===== config.mk =====
export PLATFORM = sky130hd
export DESIGN_NAME = wavetable_synth
export DESIGN_NICKNAME = d
export VERILOG_FILES = /design/src/rtl/wsg_pkg.sv /design/src/rtl/wsg_pulse_edge.sv /design/src/rtl/wsg_rate_ctrl.sv /design/src/rtl/wsg_shape_rom.sv /design/src/rtl/wsg_sequencer.sv /design/src/rtl/wavetable_synth.sv
export SDC_FILE = /design/constraint.sdc
export NUM_CORES = 1
export LEC_CHECK = 0
export CAP_MARGIN = 30
export CORE_ASPECT_RATIO = 0.7
export CORE_MARGIN = 4
export CORE_UTILIZATION = 30
export DETAILED_ROUTE_END_ITERATION = 8
export PLACE_DENSITY = 0.53
export SETUP_SLACK_MARGIN = 0.15
export SYNTH_ARGS = -nofsm -noshare
export SYNTH_HDL_FRONTEND = slang
export SYNTH_SLANG_ARGS = --single-unit

===== constraint.sdc =====
create_clock -name clk -period 29.3 [get_ports clk]
set_input_delay 5.86 -clock clk [delete_from_list [all_inputs] [get_ports clk]]
set_output_delay 5.86 -clock clk [all_outputs]
set_load 0.01 [all_outputs]

===== src/rtl/wsg_pkg.sv =====
package wsg_pkg;

    typedef enum logic [1:0] {
        WAVE_SINE     = 2'd0,
        WAVE_SQUARE   = 2'd1,
        WAVE_TRIANGLE = 2'd2,
        WAVE_RAMP     = 2'd3
    } wave_e;

    typedef enum logic {
        ST_PRIME = 1'b0,
        ST_DWELL = 1'b1
    } seq_state_e;

    typedef struct packed {
        wave_e      wave;
        logic [2:0] stride_log;
    } shape_cfg_t;

    function automatic wave_e wave_after(input wave_e w);
        wave_e r;
        unique case (w)
            WAVE_SINE:     r = WAVE_SQUARE;
            WAVE_SQUARE:   r = WAVE_TRIANGLE;
            WAVE_TRIANGLE: r = WAVE_RAMP;
            WAVE_RAMP:     r = WAVE_SINE;
        endcase
        return r;
    endfunction

endpackage


===== src/rtl/wsg_pulse_edge.sv =====
module wsg_pulse_edge #(
    parameter int N = 2
) (
    input  logic         clk,
    input  logic         rst,
    input  logic [N-1:0] lvl,
    output logic [N-1:0] rise
);

    for (genvar g = 0; g < N; g++) begin : g_bit
        logic prev_q;

        always_ff @(posedge clk) begin
            if (rst) prev_q <= 1'b0;
            else     prev_q <= lvl[g];
        end

        assign rise[g] = lvl[g] & ~prev_q;


        single_rise_chk: assert property (@(posedge clk) disable iff (rst)
            rise[g] |=> !rise[g]);
    end

endmodule


===== src/rtl/wsg_rate_ctrl.sv =====
module wsg_rate_ctrl
    import wsg_pkg::*;
#(
    parameter int FINE_W            = 4,
    parameter int BASE_DELAY        = 32,
    parameter int SLOW_LEVELS       = 4,
    parameter int SLOW_SHIFT        = 2,
    parameter int STRIDE_LOG_MAX    = 2,
    parameter int STRIDE_LOG_MAX_SQ = 4,
    parameter int DLY_W             = 6,
    parameter int LVL_W             = 4
) (
    input  logic              clk,
    input  logic              rst,
    input  logic              wave_rise,
    input  logic              step_rise,
    input  logic              step_up,
    input  logic [FINE_W-1:0] fine,
    output shape_cfg_t        pend_cfg,
    output logic [DLY_W-1:0]  pend_delay
);

    localparam int LVL_MAX    = SLOW_LEVELS - 1 + STRIDE_LOG_MAX;
    localparam int LVL_MAX_SQ = SLOW_LEVELS - 1 + STRIDE_LOG_MAX_SQ;

    wave_e            wave_q, wave_d;
    logic [LVL_W-1:0] level_q, level_d, stepped, lim_next, lim_now;
    logic [DLY_W-1:0] base_dly, dly_sum;
    int               lvl_i;

    // next pending shape and level
    always_comb begin
        wave_d   = wave_rise ? wave_after(wave_q) : wave_q;
        lim_next = (wave_d == WAVE_SQUARE) ? LVL_W'(LVL_MAX_SQ) : LVL_W'(LVL_MAX);
        lim_now  = (wave_q == WAVE_SQUARE) ? LVL_W'(LVL_MAX_SQ) : LVL_W'(LVL_MAX);
        stepped  = level_q;
        if (step_rise) begin
            if (step_up)              stepped = level_q + LVL_W'(1);
            else if (level_q != '0)   stepped = level_q - LVL_W'(1);
        end
        level_d = (stepped > lim_next) ? lim_next : stepped;
    end

    always_ff @(posedge clk) begin
        if (rst) begin
            wave_q  <= WAVE_SINE;
            level_q <= '0;
        end else begin
            wave_q  <= wave_d;
            level_q <= level_d;
        end
    end

    // level -> stride and dwell
    always_comb begin
        lvl_i = int'(level_q);
        if (lvl_i < SLOW_LEVELS) begin
            base_dly            = DLY_W'(BASE_DELAY >> (SLOW_SHIFT * lvl_i));
            pend_cfg.stride_log = 3'd0;
        end else begin
            base_dly            = '0;
            pend_cfg.stride_log = 3'(lvl_i - (SLOW_LEVELS - 1));
        end
        pend_cfg.wave = wave_q;
        dly_sum       = base_dly + DLY_W'(fine);
        pend_delay    = (dly_sum == '0) ? DLY_W'(1) : dly_sum;
    end


    level_limit_chk: assert property (@(posedge clk) disable iff (rst)
        level_q <= lim_now);


    wave_order_chk: assert property (@(posedge clk) disable iff (rst)
        (wave_q != $past(wave_q)) |-> (wave_q == wave_after($past(wave_q))));

endmodule


===== src/rtl/wsg_shape_rom.sv =====
module wsg_shape_rom
    import wsg_pkg::*;
(
    input  wave_e      wave,
    input  logic [7:0] phase,
    output logic [7:0] code
);

    logic [6:0]  half_pos;
    logic [7:0]  half_rem;
    logic [14:0] bump;
    logic [18:0] scaled;
    logic [7:0]  amp;
    logic [7:0]  sine_code;
    logic [7:0]  tri_rise;

    // parabolic half-wave lobes around mid-scale
    always_comb begin
        half_pos  = phase[6:0];
        half_rem  = 8'd128 - {1'b0, half_pos};
        bump      = 15'(half_pos) * 15'(half_rem);
        scaled    = 19'(bump) * 19'd127;
        amp       = 8'(scaled >> 12);
        sine_code = phase[7] ? (8'd128 - amp) : (8'd128 + amp);
        tri_rise  = {phase[6:0], 1'b0};
    end

    always_comb begin
        unique case (wave)
            WAVE_SINE:     code = sine_code;
            WAVE_SQUARE:   code = phase[7] ? 8'd0 : 8'd255;
            WAVE_TRIANGLE: code = phase[7] ? ~tri_rise : tri_rise;
            WAVE_RAMP:     code = phase;
        endcase
    end

endmodule


===== src/rtl/wsg_sequencer.sv =====
module wsg_sequencer
    import wsg_pkg::*;
#(
    parameter int DLY_W     = 6,
    parameter int MAX_DELAY = 47
) (
    input  logic             clk,
    input  logic             rst,
    input  shape_cfg_t       pend_cfg,
    input  logic [DLY_W-1:0] pend_delay,
    input  logic [7:0]       lut_code,
    output wave_e            lut_wave,
    output logic [7:0]       lut_phase,
    output logic [7:0]       sample_code,
    output logic             sample_strobe
);

    localparam logic [7:0] MID_CODE = 8'd128;

    seq_state_e       state_q, state_d;
    shape_cfg_t       act_cfg;
    logic [DLY_W-1:0] act_delay, cnt_q;
    logic [7:0]       idx_q, stride, next_idx;
    logic             wraps, tick;
    logic [7:0]       code_q;
    logic             strobe_q;

    always_comb begin
        stride   = 8'(8'd1 << act_cfg.stride_log);
        next_idx = idx_q + stride;
        wraps    = (next_idx == 8'd0);
        tick     = (cnt_q == act_delay - DLY_W'(1));
    end

    // state register
    always_ff @(posedge clk) begin
        if (rst) state_q <= ST_PRIME;
        else     state_q <= state_d;
    end

    // next state
    always_comb begin
        unique case (state_q)
            ST_PRIME: state_d = ST_DWELL;
            ST_DWELL: state_d = ST_DWELL;
        endcase
    end

    // table lookup request
    always_comb begin
        unique case (state_q)
            ST_PRIME: begin
                lut_wave  = act_cfg.wave;
                lut_phase = 8'd0;
            end
            ST_DWELL: begin
                lut_wave  = wraps ? pend_cfg.wave : act_cfg.wave;
                lut_phase = next_idx;
            end
        endcase
    end

    // outputs and datapath
    always_ff @(posedge clk) begin
        if (rst) begin
            idx_q     <= 8'd0;
            cnt_q     <= '0;
            act_cfg   <= '{wave: WAVE_SINE, stride_log: 3'd0};
            act_delay <= DLY_W'(MAX_DELAY);
            code_q    <= MID_CODE;
            strobe_q  <= 1'b0;
        end else begin
            strobe_q <= 1'b0;
            unique case (state_q)
                ST_PRIME: begin
                    idx_q    <= 8'd0;
                    cnt_q    <= '0;
                    code_q   <= lut_code;
                    strobe_q <= 1'b1;
                end
                ST_DWELL: begin
                    if (tick) begin
                        cnt_q    <= '0;
                        idx_q    <= next_idx;
                        code_q   <= lut_code;
                        strobe_q <= 1'b1;
                        if (wraps) begin
                            act_cfg   <= pend_cfg;
                            act_delay <= pend_delay;
                        end
                    end else begin
                        cnt_q <= cnt_q + DLY_W'(1);
                    end
                end
            endcase
        end
    end

    assign sample_code   = code_q;
    assign sample_strobe = strobe_q;


    dwell_bound_chk: assert property (@(posedge clk) disable iff (rst)
        cnt_q < act_delay);


    stride_align_chk: assert property (@(posedge clk) disable iff (rst)
        (idx_q & (stride - 8'd1)) == 8'd0);


    commit_at_wrap_chk: assert property (@(posedge clk) disable iff (rst)
        ((act_delay != $past(act_delay)) || (act_cfg != $past(act_cfg))) |-> (idx_q == 8'd0));


    hold_between_chk: assert property (@(posedge clk) disable iff (rst)
        !strobe_q |-> $stable(code_q));

endmodule


===== src/rtl/wavetable_synth.sv =====
module wavetable_synth
    import wsg_pkg::*;
#(
    parameter int FINE_W            = 4,
    parameter int BASE_DELAY        = 32,
    parameter int SLOW_LEVELS       = 4,
    parameter int SLOW_SHIFT        = 2,
    parameter int STRIDE_LOG_MAX    = 2,
    parameter int STRIDE_LOG_MAX_SQ = 4
) (
    input  logic              clk,
    input  logic              rst,
    input  logic [FINE_W-1:0] fine_tune,
    input  logic              wave_next,
    input  logic              step_press,
    input  logic              step_up,
    output logic [7:0]        sample_code,
    output logic              sample_strobe
);

    localparam int MAX_DELAY = BASE_DELAY + (1 << FINE_W) - 1;
    localparam int DLY_W     = $clog2(MAX_DELAY + 1);
    localparam int LVL_W     = $clog2(SLOW_LEVELS + STRIDE_LOG_MAX_SQ + 1);

    logic [1:0]       rises;
    shape_cfg_t       pend_cfg;
    logic [DLY_W-1:0] pend_delay;
    wave_e            lut_wave;
    logic [7:0]       lut_phase, lut_code;

    wsg_pulse_edge #(.N(2)) u_edge (
        .clk  (clk),
        .rst  (rst),
        .lvl  ({step_press, wave_next}),
        .rise (rises)
    );

    wsg_rate_ctrl #(
        .FINE_W            (FINE_W),
        .BASE_DELAY        (BASE_DELAY),
        .SLOW_LEVELS       (SLOW_LEVELS),
        .SLOW_SHIFT        (SLOW_SHIFT),
        .STRIDE_LOG_MAX    (STRIDE_LOG_MAX),
        .STRIDE_LOG_MAX_SQ (STRIDE_LOG_MAX_SQ),
        .DLY_W             (DLY_W),
        .LVL_W             (LVL_W)
    ) u_rate (
        .clk        (clk),
        .rst        (rst),
        .wave_rise  (rises[0]),
        .step_rise  (rises[1]),
        .step_up    (step_up),
        .fine       (fine_tune),
        .pend_cfg   (pend_cfg),
        .pend_delay (pend_delay)
    );

    wsg_sequencer #(
        .DLY_W     (DLY_W),
        .MAX_DELAY (MAX_DELAY)
    ) u_seq (
        .clk           (clk),
        .rst           (rst),
        .pend_cfg      (pend_cfg),
        .pend_delay    (pend_delay),
        .lut_code      (lut_code),
        .lut_wave      (lut_wave),
        .lut_phase     (lut_phase),
        .sample_code   (sample_code),
        .sample_strobe (sample_strobe)
    );

    wsg_shape_rom u_rom (
        .wave  (lut_wave),
        .phase (lut_phase),
        .code  (lut_code)
    );

endmodule


-- Word-level counts from Yosys, hierarchy flattened
Cells that the tools add are included.
- reduce and logical (&&, ||, !) cells: 6
- equal/unequal tests: 9
- bitwise logic cells: 6
- $mul: 2
- multiplexer cells: 26
- add/sub/neg operators: 10
- order comparisons: 2
- shift operators: 2
- operators by type and width (kind ; count):
    $pmux 8 s2 ; 3
    $mux 8 ; 5
    $pmux 8 s4 ; 1
    $mul 15x7->19 const B ; 1
    $mux 6 ; 3
    $mux 4 ; 4
    $sub 8x7->8 const A ; 2
    $mul 7x8->15 ; 1
    $pmux 6 s2 ; 1
    $add 8x7->8 const A ; 1
    $add 8x8->8 ; 1
    $eq 2x2->1 const B ; 4
    $logic_not 8->1 ; 1
    $not 8->8 ; 1
    $pmux 2 s4 ; 1
    $shl 1x3->8 const A ; 1
    $add 6x1->6 const B ; 1
    $add 6x4->6 ; 1
    $eq 2x1->1 const B ; 3
    $eq 6x6->1 ; 1
    $logic_not 6->1 ; 1
    $mux 2 ; 3
    $shr 6x5->6 const A ; 1
    $sub 6x1->6 const B ; 1
    15 further kinds ; 20
- register bits after elaboration: 43
- logic and storage cells: 75
- output and inout bits: 9

-- Logic depth before layout (Yosys ltp)
- depth after elaboration: 11
- mapped depth: 47
- depth with buffers taken out: 46

-- Hierarchy
From an unflattened synthesis, not the netlist that was laid out.
- cells, all modules: 817
- area, all modules: 7088.0 sq um
- by module, submodules not included (module ; cells an instance ; area an instance (sq um) ; instances ; sequential area each (sq um)):
    wsg_shape_rom ; 522 ; 4501.8 ; 1 ; 0.0
    wsg_sequencer ; 213 ; 1924.3 ; 1 ; 700.7
    wsg_rate_ctrl ; 76 ; 591.8 ; 1 ; 120.1
    wsg_pulse_edge ; 6 ; 70.1 ; 1 ; 40.0

-- Worst setup path before layout
OpenSTA, ideal clock, no wires.
- kind: reg2reg
- start point: register u_seq.act_cfg[0] in the netlist's numbering
- end point: register u_seq.code_q[4] (netlist: u_seq.sample_code[4])
- required time: 29.182 ns
- cell stages (with the launch flop): 47
- buffers on the path: 1
- clock period less this slack: 11.027 ns
- setup slack: 18.273 ns
- data arrival time: 10.909 ns
- cells stage by stage: dfxtp_1 -> clkbuf_1 -> nor3b_1 -> ha_1 -> a211oi_1 -> nor2_1 -> nor2_1 -> nand2_1 -> and3_1 -> ha_1 -> nor2_1 -> fa_1 -> inv_1 -> fa_1 -> inv_1 -> fa_1 -> inv_1 -> fa_1 -> [... 11 more ...] -> inv_1 -> fa_1 -> fa_1 -> inv_1 -> ha_1 -> o21ai_0 -> o21ai_0 -> o221a_2 -> o21ai_0 -> nor2b_1 -> xor2_1 -> ha_1 -> or4b_2 -> a21oi_1 -> nor3_1 -> xnor2_1 -> o221ai_1 -> nand2_1
- cells in the longest elaborated chain, start to end: 11
- elaborated cells between the ends (all ways): 22
- RTL lines (element ; RTL line ; source):
    start, declared ; wsg_sequencer.sv:21 ; shape_cfg_t act_cfg;
    start signal, assigned ; wsg_sequencer.sv:68 ; act_cfg <= '{wave: WAVE_SINE, stride_log: 3'd0};
    start signal, assigned ; wsg_sequencer.sv:88 ; act_cfg <= pend_cfg;
    $shl 1x3->8 (*) ; wsg_sequencer.sv:29 ; stride = 8'(8'd1 << act_cfg.stride_log);
    $add 8x8->8 (*) ; wsg_sequencer.sv:30 ; next_idx = idx_q + stride;
    $pmux 8 s2 ; wsg_sequencer.sv:51 ; unique case (state_q)
    $sub 8x7->8 ; wsg_shape_rom.sv:20 ; half_rem = 8'd128 - {1'b0, half_pos};
    $mul 7x8->15 ; wsg_shape_rom.sv:21 ; bump = 15'(half_pos) * 15'(half_rem);
    $mul 15x7->19 ; wsg_shape_rom.sv:22 ; scaled = 19'(bump) * 19'd127;
    $add 8x7->8 or $sub 8x7->8 (tied branches) ; wsg_shape_rom.sv:24 ; sine_code = phase[7] ? (8'd128 - amp) : (8'd128 + amp);
    $mux 8 ; wsg_shape_rom.sv:24 ;
    $pmux 8 s4 (*) ; wsg_shape_rom.sv:29 ; unique case (wave)
    $mux 8 ; wsg_sequencer.sv:82 ; if (tick) begin
    $pmux 8 s2 (*) ; wsg_sequencer.sv:74 ; unique case (state_q)
    end signal, assigned ; wsg_sequencer.sv:78 ; code_q <= lut_code;
    end signal, assigned ; wsg_sequencer.sv:85 ; code_q <= lut_code;
    end, declared ; wsg_sequencer.sv:25 ; logic [7:0] code_q;
Every way passes the cells marked *; elsewhere a longest branch is shown, timed or not. The select of a mux whose other input is x is not followed.
A chain may end at the register's enable or synchronous reset.

-- Worst setup path after layout
Same ends and word-level chain as after synthesis.

==> run_results.csv <==
group,metric,value,unit
route,firstDrtPassIters,5,
yosys,synth.distinct_cells,76,
yosys,ys_ff_latch,43,
global_routing,antenna_found_initial,0,
route,ant_nets,0,
layout,layout_common_cells,"inv_1 (121), ha_1 (94), nor2_1 (89)",
route,drt_iter0_drc,309,
global_routing,first_global_vias,5240,
global_routing,grt_usage,12.9,%
layout,nFillCells,2440,
route,drc_errors,0,
setup_path,slowest_stage,"or4b_2",
worst_hold_path,hp-class,"reg -> reg",
timing,max-slew-margin-rel,35.2,%
clock_network,cts_sinks,43,
layout,seq_area,861,um2
clock_network,numCtsBuffers,5,
yosys,syn_inst,833,
timing,hold_viol_final,0,
placement,place_ws,17.20,ns
setup_path,critPathMaxFanout,9,
layout,final_util,33.6,%
clock_network,clk_pin_slew,0.06,ns
yosys,seq_area_frac_synth,12.5,%
placement,hpwlAfterDp,13800,um
placement,place_inst,1155,
clock_network,clk_latency,0.28,ns
yosys,synth-edff-count,0,
floorplan,fp-row-count,46,
yosys,synth_top_cell_by_area,"fa_1",
layout,layout-drive-gt1-share,3.76,%
timing,grt_setup_unrepaired,"no",
floorplan,dieArea,25600,um2
layout,n_antenna_cell,0,
setup_path,worst-setup-path-type,"reg -> reg",
setup_path,worstPathArrival,12.31,ns
route,route.top_layer_used,"met4",
route,num_vias,5556,
clock_network,postCtsSetupBuffers,0,
floorplan,fp.coreArea,22700,um2
layout,nets,1017,
timing,fin_setup_tns,0,ns
power,p_leak,3.59,nW
placement,portBuffers,17,
power,power.density,63.4,nW/um2
timing,slew_violations,0,
layout,multi_input_area,5520,um2
clock_network,htree_levels,2,
setup_path,setup.worst_path.start_class,"register",
power,worst_ir_drop_vdd,0.101,mV
yosys,synth_area_leaders,"fa_1 (19%), ha_1 (17%), dfxtp_1 (12%)",
timing,timing.final.ws_setup,17.17,ns
yosys,synth.top_cell.area_share,18.5,%
layout,final_common_cell,"inv_1",
global_routing,grt.overflow.total,0,
clock_network,cts_resized,0,
setup_path,critPathCaptureType,"register",
route,viasPerCell,4.78,
route,wl_met1,9420,um
clock_network,root_buffer,"clkbuf_16",
yosys,avgSynthCellArea,8.29,um2
layout,final_cell_count_no_fill,1163,
job,drv_cap,0,
yosys,ys_async_sr_fraction,0,%
route,wl_per_cell,14.0,um
status,status,"finished clean",
floorplan,io_pins,18,
yosys,syn_area,6910,um2
global_routing,grt_max_degree,16,
clock_network,cts_hold_buf,0,
global_routing,grt_pass1_wl,27500,um
route,wirelength,16200,um
timing,tightest_slew,0.970,ns
yosys,synth_warnings,0,
route,wl_met3,646,um
floorplan,chipWidth,189,um
timing,post-route-period-util,41.4,%
timing,fin_skew,0.00630,ns
floorplan,initial_core_util,30.5,%
timing,period_needed,12.13,ns
route,dr_wl_met2,6090,um
timing,setup_viol,0,
setup_path,cpPeakStageDelay,0.59,ns
timing,max_freq,82.4,MHz
yosys,ys.flop_type,"dfxtp_1",
clock_network,cts_max_path_buffers,2,
floorplan,die_y,135,um
layout,area_growth,10.2,%
placement,routabilityCongestion,0.863,
clock_network,cts_tree,"built",
setup_path,cp.required,29.48,ns
==> metrics by stage <==
stage          total power (W)  instance area, um2  hold WS, ns
2_1_floorplan         0.000334                6940        0.431
3_3_place_gp          0.000419                7430        0.441
3_5_place_dp          0.000417                7440        0.444
4_1_cts               0.000487                7620        0.458
5_1_grt               0.000537                7620        0.483
6_report              0.000483                7620        0.453
==> Yosys cell counts, drive strengths merged (11+ instances only) <==
master / n
inv: 122
ha: 94
nor2: 90
fa: 64
nand2: 59
xnor2: 47
dfxtp: 43
o21ai: 39
a21oi: 33
xor2: 21
mux2i: 15
nand3: 13
nor3: 13
nand2b: 12
a211oi: 11
buf: 11
==> power by group <==
group / internal [W] / switching, W / total (W)
Clock: 0.0000424 / 0.0000230 / 0.0000653
Sequential: 0.0000632 / 0.00000386 / 0.0000670
Combinational: 0.000152 / 0.000199 / 0.000351
Total: 0.000258 / 0.000225 / 0.000483
==> worst max-delay path: cells and delay by family, from the launching register on <==
kind,cells,cell delay (ns)
buf+inv,8,0.59
xor+xnor,3,0.77
flops,1,0.45
fa+ha+maj,13,5.65
simple gates,12,2.54
compound gates,9,2.01
==> kinds of logic (layout without fill, tap and decap cells) <==
family / count (synthesis) / in the layout / share of synthesized area (%)
multiplexers: 17 / 17 / 2.68
XOR/XNOR: 68 / 68 / 8.73
AND/OR/NAND/NOR: 250 / 250 / 17.7
other: 2 / 10 / 0.109
flip-flops: 43 / 43 / 12.5
adder cells (fa/ha/maj): 158 / 158 / 35.6
buffers and inverters: 144 / 154 / 8.15
AO/OA/AOI/OAI: 151 / 151 / 14.6
==> final timing paths <==
check             cells past startpoint  slack [ns]                 start                    to
setup reg to reg                     45       17.17      u_seq.act_cfg[0]  u_seq.sample_code[4]
setup / recovery                     45       17.17      u_seq.act_cfg[0]  u_seq.sample_code[4]
hold / removal                        2        0.45  u_seq.sample_code[5]  u_seq.sample_code[5]
hold reg to reg                       2        0.45  u_seq.sample_code[5]  u_seq.sample_code[5]
==> routing by layer <==
metal | vias to the layer above | GRT usage, %
met5 | - | 0
met3 | 8 | 1.76
met4 | 0 | 1.24
met1 | 2623 | 22.2
met2 | 96 | 17.0
li1 | 2829 | -
==> sequential cells by signal, summed over array words and instances, names as in the netlist <==
name,flops
u_seq.idx_q,8
u_seq.act_delay,6
u_edge.g_bit.prev_q,2
u_seq.sample_strobe,1
u_seq.act_cfg,5
u_seq.cnt_q,6
u_seq.state_q,1
u_seq.sample_code,8
u_rate.level_q,4
u_rate.wave_q,2
==> layout make-up <==
class / count / share of cell area (%)
clock inverter: 2 / 0.460
inverter: 124 / 6.11
timing repair buffer: 22 / 2.78
multi-input combinational: 654 / 72.4
clock buffer: 6 / 1.82
tap: 312 / 5.12
sequential: 43 / 11.3
Note: power is estimated with default switching activity, not from simulation.
